--- config.mk ---
export PLATFORM = sky130hd
export DESIGN_NAME = uart_baud_gen
export DESIGN_NICKNAME = d
export VERILOG_FILES = /design/src/rtl/uart_baud_gen.sv
export SDC_FILE = /design/constraint.sdc
export NUM_CORES = 1
export LEC_CHECK = 0
export BUFFER_PORTS_ARGS = -buffer_cell sky130_fd_sc_hd__buf_2
export CELL_PAD_IN_SITES_DETAIL_PLACEMENT = 1
export CELL_PAD_IN_SITES_GLOBAL_PLACEMENT = 2
export CORE_MARGIN = 3
export CORE_UTILIZATION = 41
export CTS_BUF_LIST = sky130_fd_sc_hd__clkbuf_2
export CTS_CLUSTER_SIZE = 10
export DETAILED_ROUTE_END_ITERATION = 7
export PLACE_DENSITY_LB_ADDON = 0.1
export REMOVE_ABC_BUFFERS = 1
export SLEW_MARGIN = 20
export SYNTH_ARGS = -nofsm -noshare
export SYNTH_HDL_FRONTEND = slang
export SYNTH_SLANG_ARGS = --single-unit
export TNS_END_PERCENT = 20
--- constraint.sdc ---
create_clock -name clk -period 5.95 [get_ports clk]
set_clock_uncertainty 0.1 [all_clocks]
set_input_delay 0.595 -clock clk [delete_from_list [all_inputs] [get_ports clk]]
set_output_delay 0.595 -clock clk [all_outputs]
set_load 0.01 [all_outputs]
--- src/rtl/uart_baud_gen.sv ---
module uart_baud_gen #(
  parameter int MANT_W = 12,
  parameter int FRAC_W = 4
) (
  input  logic                     clk,
  input  logic                     rst_n,
  input  logic                     div_wr,
  input  logic [MANT_W+FRAC_W-1:0] div_wdata,
  output logic [MANT_W+FRAC_W-1:0] div_q,
  input  logic                     over8,
  input  logic                     tx_en,
  input  logic                     rx_en,
  output logic                     rx_os_tick,
  output logic                     tx_bit_tick
);
  localparam int DIV_W = MANT_W + FRAC_W;

  logic [DIV_W-1:0] div_r;
  logic [1:0]       en;

  assign div_q = div_r;
  assign en    = {tx_en, rx_en};

  always_ff @(posedge clk) begin
    if (!rst_n)      div_r <= '0;
    else if (div_wr) div_r <= div_wdata;
  end

  for (genvar s = 0; s < 2; s++) begin : g_side
    logic [MANT_W-1:0] mant, mant_eff;
    logic [FRAC_W-1:0] frac, acc, acc_nxt;
    logic [MANT_W:0]   cnt, last;
    logic [FRAC_W:0]   sum;
    logic              o8, pend, carry, boundary;

    assign mant_eff = (mant == '0) ? MANT_W'(1) : mant;

    always_comb begin
      if (o8) begin
        sum     = {2'b00, acc[FRAC_W-2:0]} + {2'b00, frac[FRAC_W-2:0]};
        carry   = sum[FRAC_W-1];
        acc_nxt = {1'b0, sum[FRAC_W-2:0]};
      end else begin
        sum     = {1'b0, acc} + {1'b0, frac};
        carry   = sum[FRAC_W];
        acc_nxt = sum[FRAC_W-1:0];
      end
    end

    assign last     = {1'b0, mant_eff} + {{MANT_W{1'b0}}, carry} - {{MANT_W{1'b0}}, 1'b1};
    assign boundary = en[s] && (cnt == last);

    always_ff @(posedge clk) begin
      if (!rst_n) begin
        cnt  <= '0;
        acc  <= '0;
        mant <= '0;
        frac <= '0;
        o8   <= 1'b0;
        pend <= 1'b0;
      end else begin
        if (!en[s]) begin
          cnt  <= '0;
          acc  <= '0;
          mant <= div_r[DIV_W-1:FRAC_W];
          frac <= div_r[FRAC_W-1:0];
          o8   <= over8;
        end else if (boundary) begin
          cnt <= '0;
          o8  <= over8;
          if (pend) begin
            mant <= div_r[DIV_W-1:FRAC_W];
            frac <= div_r[FRAC_W-1:0];
            acc  <= '0;
          end else begin
            acc <= acc_nxt;
          end
        end else begin
          cnt <= cnt + 1'b1;
        end
        if (div_wr)                  pend <= 1'b1;
        else if (!en[s] || boundary) pend <= 1'b0;
      end
    end

    if (s == 0) begin : g_os
      logic tick_q;
      always_ff @(posedge clk) begin
        if (!rst_n) tick_q <= 1'b0;
        else        tick_q <= boundary;
      end
      assign rx_os_tick = tick_q;
    end else begin : g_bit
      logic [3:0] bc;
      logic       bit_last, bit_q;
      assign bit_last = o8 ? (bc >= 4'd7) : (bc == 4'd15);
      always_ff @(posedge clk) begin
        if (!rst_n) begin
          bc    <= '0;
          bit_q <= 1'b0;
        end else begin
          bit_q <= boundary && bit_last;
          if (!en[s])        bc <= '0;
          else if (boundary) bc <= bit_last ? 4'd0 : bc + 4'd1;
        end
      end
      assign tx_bit_tick = bit_q;
    end
  end
endmodule

# == Yosys cells after proc, flatten, opt, wreduce, memory -nomap -nowiden ==
# Index checks and enable logic that the tools add are counted.
# word_totals
regBits,92
in_bits,22
output_inout_bits,18
wordCells,85
# op_classes
addsub,11
n_lt_le_gt_ge,1
eq_ne,7
mux,30
bitwise,3
n_reduce_logical,17
# op_table
operator,count
12-bit two-way mux,8
4-bit two-way mux,11
12-bit by 1-bit adder with 13-bit output,2
"13-bit by 1-bit adder with 13-bit output, second input constant",2
13-bit == test,2
"13-bit by 1-bit subtractor with 13-bit output, second input constant",2
12-bit zero test,2
1-bit two-way mux,11
4-bit by 4-bit adder with 5-bit output,2
3-bit by 3-bit adder with 4-bit output,2
"2-bit by 1-bit inequality test with 1-bit output, second input constant",4
2-bit AND reduction,4
3-bit OR reduction,2
"4-bit by 1-bit adder with 4-bit output, second input constant",1
"4-bit == test, second input constant",1
"4-bit by 3-bit >= comparator with 1-bit output, second input constant",1
2-bit nonzero test,2
1-bit logical AND,3
1-bit NOT,3
1-bit zero test,2
1-bit logical OR,2

# == Depth between registers and ports, before layout ==
# Gate-level depths: netlist of the first run.
# depth
ltp_word,9
depth_mapped,17

# == Worst setup path after synthesis of the first run ==
# No wires, ideal clock.
# synth_timing
path_kind,register to register
from,register g_side[1].frac[1]
to,register g_side[1].acc[3]
setup_time_ps,72
arrival_time_ps,3784
t_required_ps,5778
path_slack_ps,1994
stages_incl_launch_ff,15
cell_sequence,dfxtp_1 > ha_1 > a21o_1 > a21oi_1 > a22o_1 > ha_1 > ha_1 > or3b_4 > or4_1 > a211oi_1 > o21ai_0 > or4_1 > buf_2 > or4_1 > a21oi_1
# synth_via
elab_chain_cells,6
# synth_rtl
item,line_no,source
"start, declared",31,"logic [FRAC_W-1:0] frac, acc, acc_nxt;"
"start signal, assigned",66,frac <= div_r[FRAC_W-1:0];
"start signal, assigned",73,frac <= div_r[FRAC_W-1:0];
4-bit by 4-bit adder with 5-bit output or 3-bit by 3-bit adder with 4-bit output (tied branches),"44, 40",
1-bit two-way mux,39,if (o8) begin
12-bit by 1-bit adder with 13-bit output,50,"assign last = {1'b0, mant_eff} + {{MANT_W{1'b0}}, carry} - {{MANT_W{1'b0}}, 1'b1};"
13-bit by 1-bit subtractor with 13-bit output,50,
13-bit == test,51,assign boundary = en[s] && (cnt == last);
1-bit logical AND,51,
"end signal, assigned",76,acc <= acc_nxt;
"end, declared",31,
# Parallel ways exist; a longest one is shown, timed or not.
# A chain may end at the register's enable or synchronous reset.

# == Worst setup path after layout of the first run ==
# layout_timing
from,register g_side[1].acc[1]
to,register g_side[1].frac[0]
# layout_via
elab_chain_cells,8
# layout_rtl
item,line_no
4-bit by 4-bit adder with 5-bit output or 3-bit by 3-bit adder with 4-bit output (tied branches),"44, 40"
1-bit two-way mux (*),39
12-bit by 1-bit adder with 13-bit output (*),50
13-bit by 1-bit subtractor with 13-bit output (*),50
13-bit == test (*),51
1-bit logical AND (*),51
2-bit by 1-bit inequality test with 1-bit output (no line) (*),n/a
2-bit AND reduction (no line) (*),n/a
# Every way passes the cells marked *; elsewhere a longest branch is shown, timed or not.

==> summary.md, run 1 <==
| Metric | Value |
|---|---|
| Result of the run | `finished clean` |
| Worst Min Path Start | `div_wdata[4]` |
| Count of hold-fix buffers inserted at cts | `0` |
| I/O pin count | `40` |
| Maximum number of pins on one net before global-route repair | `between 40 and 50` |
| Total negative slack for setup checks | `0 ps` |
| Area enclosed by the die boundary | `approximately 13000 sq um` |
| Horiz. Die Dim | `between 100 and 150 microns` |
| Vias in the first global route | `3888` |
| Clock-pin slew on the worst setup and hold paths | `250 ps` |
| Synthesized area | `about 4600 sq um` |
| Arrival time worst endpoint | `4960 ps` |
| Maximum Capacitance Violations | `0` |
| Number of buffers added by the clock tree synthesis step | `9` |
| Share of synthesized area occupied by flip-flops and latches | `40.1%` |
| Number of DRC violations after detailed-routing iteration 0 | `152` |
| Synthesized instance count | `513` |
| Worst setup EP type | `flop` |
| Shortest period the worst path allows | `4570 ps` |
| Synth-to-layout area growth | `8.14%` |
| Post-CTS setup repair buffer count | `0` |
| Total global-route track usage | `18.9%` |
| Final routed wire length divided by cell count | `16.4 microns` |
| Number of max-slew violations in the final report | `0` |
| Diode count | `0` |
| Most common library cell in the layout ignoring fill and taps | `dfxtp_1` |
| Share of layout cells above drive strength 1 | `12.2%` |
| Startpoint of the most critical register-to-register path | `g_side[1].acc[1]` |
| Classification of the worst setup path | `reg -> reg` |
| Top library cells by usage in the layout, fill and taps aside | `dfxtp_1, nand2_1, nor2_1` |
| Cell count after placement | `around 670` |
| Critical Path Fanout Max | `16` |
| Average vias per placed instance | `~5.4` |
| Global-route congestion overflow total | `0` |
| Placement row count | `38` |
| Core footprint | `roughly 11000 sq um` |
| Global-route wire length before repair | `19.3 mm` |
| Number of buffer cells added on primary ports | `39` |
| First-pass detailed-route iteration total | `5` |
| Gp weighted congestion | `between 0.7 and 0.8` |
| Worst endpoint required time | `around 6300 ps` |
| CTS H-tree lvls | `3` |
| Power per unit of standard cell area | `238 nW/um^2` |
| Clock Sink Count | `92` |
| Post-route clock period utilization | `76.8%` |
| Crit. Startpoint | `g_side[1].acc[1]` |
| Via total after detailed routing | `3715` |
| Maximum vdd drop | `approximately 0.11 mV` |
| Max-Slew Margin vs Limit | `27.1%` |
| Endpoints failing setup | `0` |
| Source-to-sink clock delay at the later pin of the worst-skew pair | `roughly 600 ps` |
| Routed wire length | `between 10 and 15 mm` |
| Kind of start point of the critical path | `flop` |
| Root Buffer | `clkbuf_2` |
| Remaining number of nets flagged by the antenna check after routing | `0` |
| Layout Cells excl Fill | `682` |
| Post-synthesis average cell area | `8.96 sq um` |
| Number of synthesis warnings | `0` |
| Number of gates resized after CTS | `0` |
| Flops & latches, synth | `92` |
| Post-synth EDFFs | `0` |
| Slew @ Worst Pin | `1080 ps` |
| Clock tree from TritonCTS | `built` |
| Unique masters post-synth | `56` |
| Achievable Freq | `roughly 0.22 GHz` |
| Setup repair after global routing missed its margin | `no` |
| Core occupancy in the finished layout | `45.7%` |
| HPWL after DPL | `8.33 mm` |
| Most instantiated flip-flop cell in the synthesis netlist | `dfxtp_1` |
| Static leakage | `0.00200 uW` |
| Number of antenna violations at the first check in global routing | `0` |
| Starting density of the core | `42.2%` |
| Height of the die | `112 microns` |
| Asr flop ratio synth | `0%` |
| Hold violation count in the final report | `0` |
| Max Root-Sink Buffers | `2` |
| Overall Power | `approximately 1200 uW` |
| Number of nets in the finished design | `576` |
| DRC violations left | `0` |
| Worst Hold Class | `in -> reg` |
==> state kept, by name, summed over array words and instances, names as in the netlist <==
name,count
g_side.acc,8
g_side.frac,8
div_q,16
g_side.pend,2
g_side.cnt,26
g_side.g_bit.bc,4
g_side.o8,2
rx_os_tick,1
g_side.mant,24
tx_bit_tick,1
==> per-stage QoR <==
stage / cell area [sq um] / hold WS [ps] / setup slack [ps]
floorplan: 4470 / 336 / 1030
global placement: 4860 / 343 / 1530
detailed placement: 4860 / 353 / 1370
CTS: 4970 / 78.9 / 1340
global route: 4970 / 65.6 / 1000
finish: 4970 / 111 / 1380
==> Yosys cell counts, types with 2 or more instances <==
cell type | n | area [sq um]
dfxtp_1 | 92 | 1840
nand2_1 | 58 | 218
nor2_1 | 54 | 203
mux2i_1 | 35 | 350
xnor2_1 | 30 | 263
xor2_1 | 23 | 201
nand3_1 | 20 | 100
a21oi_1 | 19 | 95.1
a22o_1 | 19 | 166
clkbuf_1 | 19 | 71.3
ha_1 | 15 | 188
inv_1 | 14 | 52.6
o21ai_0 | 14 | 70.1
and3_1 | 9 | 56.3
buf_2 | 7 | 35.0
nor4_1 | 7 | 43.8
nor3_1 | 6 | 30.0
or4_1 | 6 | 45.0
nor2b_1 | 5 | 31.3
nor3b_1 | 5 | 37.5
a21o_1 | 4 | 30.0
nand4_1 | 4 | 25.0
o31ai_1 | 4 | 30.0
or3_1 | 4 | 25.0
a211o_1 | 3 | 26.3
a31oi_1 | 2 | 12.5
and2_1 | 2 | 12.5
and4_1 | 2 | 17.5
fa_1 | 2 | 40.0
o2111ai_1 | 2 | 17.5
o211ai_1 | 2 | 15.0
==> final timing paths <==
check                           slack (ps)  depth (start not counted)           endpoint
worst max-delay path                  1380                         14  g_side[1].frac[0]
worst min-delay path                   110                          3           div_q[4]
worst max register to register        1380                         14  g_side[1].frac[0]
worst min register to register         380                          2   g_side[0].acc[2]
==> metal layers <==
layer	vias to the layer above	share of wire, %	track usage (%)
li1	1843	-	-
met1	1826	48	24.5
met2	29	48	31.6
met3	17	1.7	2.83
met4	0	2.0	7.38
met5	-	0	0
==> area by class of cell <==
cell class,count,area (sq um)
well taps,140,175
flip-flops and latches,92,1840
multi-input cells,378,2580
repair buffers,41,210
fillers,1307,5920
clock buffers,12,60.1
inverters,15,56.3
clock inverters,4,50.0
==> kinds of logic after synthesis <==
kind of cell | count (synthesis) | share of synthesized area [%]
buffers and inverters | 43 | 3.95
AOI/OAI and AO/OA | 81 | 12.4
and+or+nand+nor | 192 | 21.0
xor gates and xnor gates | 53 | 10.1
adders and majority gates | 17 | 4.95
muxes | 35 | 7.62
DFF | 92 | 40.1
==> critical path: stages, from the launching register on <==
cell and delay, ps:
dfxtp_1 430, ha_1 240, a21o_1 170, a21oi_1 220, a22o_1 190, ha_1 180, ha_1 210, or3b_4 430
or4_1 480, a211oi_1 310, o211ai_1 130, nor4_1 840, a21boi_2 110, buf_4 260, mux2i_1 140
==> report_power, final <==
part / switching (uW) / internal, uW
logic: 118 / 89.8
registers: 24.7 / 636
clock network: 216 / 101
No activity file was read; power rests on OpenSTA's default activity.
==> inputs of run 2 (changes only) <==
--- a/config.mk
+++ b/config.mk
@@ -9,7 +9,7 @@
 export CELL_PAD_IN_SITES_DETAIL_PLACEMENT = 1
 export CELL_PAD_IN_SITES_GLOBAL_PLACEMENT = 2
 export CORE_MARGIN = 3
-export CORE_UTILIZATION = 41
+export CORE_UTILIZATION = 38
 export CTS_BUF_LIST = sky130_fd_sc_hd__clkbuf_2
 export CTS_CLUSTER_SIZE = 10
 export DETAILED_ROUTE_END_ITERATION = 7
==> constraint.sdc (replaced) <==
create_clock -name clk -period 4.25 [get_ports clk]
set_clock_uncertainty 0.1 [all_clocks]
set_input_delay 0.425 -clock clk [delete_from_list [all_inputs] [get_ports clk]]
set_output_delay 0.425 -clock clk [all_outputs]
set_load 0.01 [all_outputs]
==> summary.md, run 2 (same netlist as run 1, synthesis figures left out) <==
| Metric | Value |
|---|---|
| Clock tree from TritonCTS | `built` |
| Number of max-slew violations in the final report | `0 (unchanged)` |
| Routed wire length | `11.5 mm (+3.0%)` |
| Height of the die | `116 microns (+3.7%)` |
| Starting density of the core | `39.6% (-2.6 points)` |
| Achievable Freq | `0.245 GHz (+12%)` |
| Final instance area | `5430 sq um (+9.2%)` |
| Startpoint of the most critical register-to-register path | `g_side[1].frac[1]` |
| Worst endpoint required time | `4680 ps (-1660 ps)` |
| Maximum vdd drop | `0.214 mV (+86%)` |
| Endpoints failing setup | `0 (unchanged)` |
| Max Root-Sink Buffers | `2 (unchanged)` |
| Critical Path Fanout Max | `3 (-13)` |
| Global-route congestion overflow total | `0 (unchanged)` |
| HPWL after DPL | `8.36 mm (+0.32%)` |
| Power per unit of standard cell area | `329 nW/um^2 (+38%)` |
| I/O pin count | `40 (unchanged)` |
| Final worst setup slack | `173 ps (-1210 ps)` |
| Worst Min Path Start | `rst_n` |
| Diode count | `0 (unchanged)` |
| Final routed wire length divided by cell count | `16.0 microns (-2.6%)` |
| Classification of the worst setup path | `reg -> reg` |
| Number of DRC violations after detailed-routing iteration 0 | `195 (+28%)` |
| CTS H-tree lvls | `3 (unchanged)` |
| Vias in the first global route | `3954 (+1.7%)` |
| Root Buffer | `clkbuf_2` |
| Core footprint | `11600 sq um (+6.7%)` |
| Worst Hold Class | `in -> reg` |
| Synth-to-layout area growth | `18.0%` |
| Horiz. Die Dim | `116 microns (+3.7%)` |
| Total negative slack for setup checks | `0 ps (unchanged)` |
| Sequential cell area | `1850 sq um (+0.27%)` |
| Result of the run | `finished clean` |
| Average vias per placed instance | `5.29 (-2.8%)` |
| Post-route clock period utilization | `95.9% (+19 points)` |
| Crit. Startpoint | `g_side[1].frac[1]` |
| Share of layout cells above drive strength 1 | `17.0% (+4.8 points)` |
| Global-route wire length before repair | `19.7 mm (+2.1%)` |
| Total global-route track usage | `18.5% (-0.39 points)` |
| Kind of start point of the critical path | `flop` |
| Core occupancy in the finished layout | `46.7% (+1.1 points)` |
| Most common library cell in the layout ignoring fill and taps | `dfxtp_1` |
| Static leakage | `0.00220 uW (+9.8%)` |
| Maximum number of pins on one net before global-route repair | `26 (-41%)` |
| Hold violation count in the final report | `0 (unchanged)` |
| Gp weighted congestion | `0.815 (+6.3%)` |
| Area enclosed by the die boundary | `13500 sq um (+7.5%)` |
| Clock Sink Count | `92 (unchanged)` |
| Top library cells by usage in the layout, fill and taps aside | `dfxtp_1, nand2_1, nor2_1` |
| Pre-CTS setup slack | `-35.3 ps (-1400 ps)` |
| Placement row count | `39 (+2.6%)` |
| Worst setup EP type | `flop` |
| Maximum Capacitance Violations | `0 (unchanged)` |
| Source-to-sink clock delay at the later pin of the worst-skew pair | `590 ps (about the same)` |
| Setup repair after global routing missed its margin | `no` |
| Flip-flop count of the largest register, all copies and words added | `26 (unchanged)` |
| Filler Cells Inserted | `1360 (+4.1%)` |
| Shortest period the worst path allows | `4080 ps (-494 ps)` |
| Placed inst area | `4980 sq um (+2.4%)` |
| Number of nets in the finished design | `612 (+6.3%)` |
| Arrival time worst endpoint | `4510 ps (-450 ps)` |
| Clock-pin slew on the worst setup and hold paths | `250 ps (about the same)` |
| Slew @ Worst Pin | `644 ps (-439 ps)` |
| Number of buffers added by the clock tree synthesis step | `9 (unchanged)` |
| Remaining number of nets flagged by the antenna check after routing | `0 (unchanged)` |
| Via total after detailed routing | `3817 (+2.7%)` |
| Register ranked first by flip-flop count | `g_side.cnt` |
| Number of buffer cells added on primary ports | `39 (unchanged)` |
| First-pass detailed-route iteration total | `4 (-1)` |
| Area of combinational cells with multiple inputs | `2650 sq um (+2.6%)` |
| Number of antenna violations at the first check in global routing | `0 (unchanged)` |
| Max-Slew Margin vs Limit | `56.8% (+30 points)` |
| DRC violations left | `0 (unchanged)` |
run 2: cell count changes in the layout (fill, tap and decap cells not counted), sizes merged:
cell,before,now
dlygate4sd3,0,19
buf,41,58
clkbuf,12,9
clkinv,2,4
bufinv,1,2
run 2: where the power goes:
group	total (uW)	internal (uW)	switching [uW]
logic	349	168	182
registers	924	892	32.7
clock network	514	197	317
total	1790	1260	532
run 2: through the flow:
step	hold WS, ps	instances	power (uW)
2_1_floorplan	336	485	1140
3_3_place_gp	345	681	1240
3_5_place_dp	356	681	1250
4_1_cts	6.77	715	1800
5_1_grt	73.4	721	1900
6_report	143	721	1790
run 2: worst max-delay path, stage by stage (launching register included):
cell      delay [ps]
dfxtp_2          390
ha_1             280
a21o_1           190
a21oi_2          170
a22o_1           210
ha_4             160
ha_4             140
or3b_4           380
or4_4            500
a211oi_4         250
o21ai_2           80
or4_4            520
or4_1            490
a21oi_1          170
run 2: area by class of cell:
type	instances	area share, %
multi-input cells	378	48.7
flip-flops and latches	92	34.0
repair buffers	77	10.2
well taps	143	3.30
clock inverters	7	1.87
inverters	15	1.04
clock buffers	9	0.830
run 2: metal layers:
layer  up-vias  part of all wire [%]  global-route usage [%]
met1      1842                    46                    22.5
met5         -                     0                       0
met3        11                   2.8                    5.17
met2        41                    50                    32.6
li1       1923                     -                       -
met4         0                   1.2                    4.10
run 2: worst paths after layout:
kind	to	slack (ps)	cells past startpoint
max	g_side[1].acc[3]	170	13
min	g_side[1].mant[6]	140	3
max reg2reg	g_side[1].acc[3]	170	13
min reg2reg	g_side[0].acc[0]	380	2
run 2: timing repair:
item	4_1_cts	5_1_grt
resized for setup	2	18
hold buffers	18	1
endpoints found under the hold margin	17	2
pin swaps	0	4
buffers inserted	0	5
setup endpoints to repair	3	36
==> inputs of run 3 (changes only) <==
--- a/config.mk
+++ b/config.mk
@@ -8,12 +8,13 @@
 export BUFFER_PORTS_ARGS = -buffer_cell sky130_fd_sc_hd__buf_2
 export CELL_PAD_IN_SITES_DETAIL_PLACEMENT = 1
 export CELL_PAD_IN_SITES_GLOBAL_PLACEMENT = 2
+export CORE_ASPECT_RATIO = 1.5
 export CORE_MARGIN = 3
 export CORE_UTILIZATION = 38
 export CTS_BUF_LIST = sky130_fd_sc_hd__clkbuf_2
 export CTS_CLUSTER_SIZE = 10
 export DETAILED_ROUTE_END_ITERATION = 7
-export PLACE_DENSITY_LB_ADDON = 0.1
+export PLACE_DENSITY_LB_ADDON = 0.08
 export REMOVE_ABC_BUFFERS = 1
 export SLEW_MARGIN = 20
 export SYNTH_ARGS = -nofsm -noshare
==> summary.md, run 3 (same netlist as run 1, synthesis figures left out) <==
| Metric | Value |
|---|---|
| Hold violation count in the final report | `0 (unchanged)` |
| Slew @ Worst Pin | `637 ps (-6.33 ps)` |
| Starting density of the core | `39.5% (-0.13 points)` |
| Startpoint of the most critical register-to-register path | `g_side[1].frac[1]` |
| Via total after detailed routing | `3859 (+1.1%)` |
| Shortest period the worst path allows | `4060 ps (-19.3 ps)` |
| Worst endpoint required time | `4680 ps (about the same)` |
| Core footprint | `11700 sq um (+0.32%)` |
| Maximum Capacitance Violations | `0 (unchanged)` |
| End of the worst register-to-register path | `g_side[1].g_bit.bc[0]` |
| Synth-to-layout area growth | `18.0% (about the same)` |
| Endpoints failing setup | `0 (unchanged)` |
| Static leakage | `0.00222 uW (+0.74%)` |
| Global-route congestion overflow total | `0 (unchanged)` |
| Most common library cell in the layout ignoring fill and taps | `dfxtp_1` |
| Height of the die | `141 microns (+21%)` |
| Number of max-slew violations in the final report | `0 (unchanged)` |
| Max-Slew Margin vs Limit | `57.2% (+0.42 points)` |
| Core occupancy in the finished layout | `46.6% (-0.16 points)` |
| Vias in the first global route | `4056 (+2.6%)` |
| Final routed wire length divided by cell count | `16.3 microns (+1.7%)` |
| Achievable Freq | `0.246 GHz (+0.47%)` |
| I/O pin count | `40 (unchanged)` |
| Root Buffer | `clkbuf_2` |
| Number of DRC violations after detailed-routing iteration 0 | `100 (-49%)` |
| Routed wire length | `11.9 mm (+2.7%)` |
| Number of antenna violations at the first check in global routing | `1 (+1)` |
| Number of stages on the worst hold path | `3 (unchanged)` |
| Worst Min Path Start | `tx_en` |
| Number of nets in the finished design | `611 (-0.16%)` |
| Critical Path Fanout Max | `14 (+11)` |
| Register ranked first by flip-flop count | `g_side.cnt` |
| Share of layout cells above drive strength 1 | `16.1% (-0.84 points)` |
| CTS H-tree lvls | `3 (unchanged)` |
| Number of buffer cells added on primary ports | `39 (unchanged)` |
| Total global-route track usage | `19.0% (+0.51 points)` |
| Cell count after placement | `691 (+1.5%)` |
| DRC violations left | `0 (unchanged)` |
| Worst setup EP type | `flop` |
| First-pass detailed-route iteration total | `4 (unchanged)` |
| Remaining number of nets flagged by the antenna check after routing | `0 (unchanged)` |
| Setup repair after global routing missed its margin | `no` |
| Area enclosed by the die boundary | `13500 sq um (+0.21%)` |
| Classification of the worst setup path | `reg -> reg` |
| Kind of start point of the critical path | `flop` |
| Power per unit of standard cell area | `337 nW/um^2 (+2.3%)` |
| Clock tree from TritonCTS | `built` |
| Reg2Reg Setup Slack | `190 ps (+20 ps)` |
| Average vias per placed instance | `5.30 (+0.13%)` |
| Horiz. Die Dim | `95.8 microns (-17%)` |
| Source-to-sink clock delay at the later pin of the worst-skew pair | `580 ps (about the same)` |
| Worst Hold Class | `in -> reg` |
| Clock-pin slew on the worst setup and hold paths | `240 ps (about the same)` |
| Max Root-Sink Buffers | `2 (unchanged)` |
| Maximum vdd drop | `0.141 mV (-34%)` |
| Maximum number of pins on one net before global-route repair | `43 (+65%)` |
| Number of buffers added by the clock tree synthesis step | `9 (unchanged)` |
| Layout Cells excl Fill | `728 (+0.97%)` |
| End point of the most critical hold path | `g_side[1].g_bit.bc[3]` |
| Clock Sink Count | `92 (unchanged)` |
| Flip-flop count of the largest register, all copies and words added | `26 (unchanged)` |
| Result of the run | `finished clean` |
| Top library cells by usage in the layout, fill and taps aside | `dfxtp_1, nand2_1, nor2_1` |
| Tightest hold margin | `78.1 ps (-64.5 ps)` |
| Arrival time worst endpoint | `4490 ps (-20 ps)` |
| Gp weighted congestion | `0.740 (-9.2%)` |
| Global-route wire length before repair | `20.1 mm (+2.0%)` |
| Number of cell instances on the worst register-to-register path | `14 (+1)` |
| HPWL after DPL | `8.68 mm (+3.9%)` |
| Placement row count | `48 (+23%)` |
| Post-route clock period utilization | `95.5% (-0.45 points)` |
run 3: cell types whose count changed in the layout (fill, tap and decap cells not counted), sizes merged:
cell / delta
diode: +1
clkinvlp: -2
clkbuf: +2
clkinv: -1
dlygate4sd3: -1
bufinv: +1
run 3: final cells by class:
cell class	instances	area [sq um]
fill	1412	6230
multi-input combinational	378	2630
sequential	92	1840
timing repair buffer	76	556
tap	150	188
clock inverter	5	100
inverter	15	56.3
clock buffer	11	55.1
antenna	1	2.50
run 3: worst max-delay path by stage:
stage	startpoint	end	slack, ps
finish	g_side[1].frac[1]	g_side[1].g_bit.bc[0]	190
global route	g_side[1].frac[0]	g_side[1].acc[3]	10
CTS	g_side[1].frac[0]	g_side[1].g_bit.bc[0]	30
detailed placement	g_side[1].frac[0]	g_side[1].g_bit.bc[0]	-30
global placement	g_side[1].frac[0]	g_side[1].g_bit.bc[0]	130
floorplan	g_side[1].mant[4]	g_side[1].frac[0]	-670
run 3: per-stage QoR:
stage	instance area (sq um)	worst slack, ps	total power, uW	setup TNS, ps
5_1_grt	5430	13.2	1930	0
2_1_floorplan	4470	-671	1140	-10740
6_report	5430	193	1830	0
3_5_place_dp	5020	-26.6	1260	-45.1
4_1_cts	5370	29.3	1840	0
3_3_place_gp	5020	130	1250	0
run 3: what timing repair did:
action	in CTS	in global routing
setup buffers	0	2
gates resized for setup	4	9
endpoints found under the hold margin	17	0
pin swaps	0	4
hold buffers	18	0
endpoints found under the setup margin	19	55
run 3: routing by layer:
layer	part of all wire, %	wire [microns]	vias to the layer above	track usage [%]
li1	-	-	1920	-
met1	42	4980	1878	22.1
met2	53	6330	42	33.8
met3	1.9	228	19	3.10
met4	2.7	318	0	7.72
met5	0	0	-	0
run 3: where the power goes:
part	total, uW	switching (uW)	internal, uW
logic	346	184	162
clock network	559	303	256
registers	923	32.0	891
run 3: worst max-delay path: stages (launching register included):
cell and delay [ps]:
dfxtp_1 390, ha_1 300, a21o_1 180, a21oi_1 180, a22o_1 180, ha_2 210, ha_4 150, or3b_4 410
or4_4 490, a211oi_2 220, o21ai_1 100, or4_4 460, buf_12 170, or3_1 340, a21oi_1 140
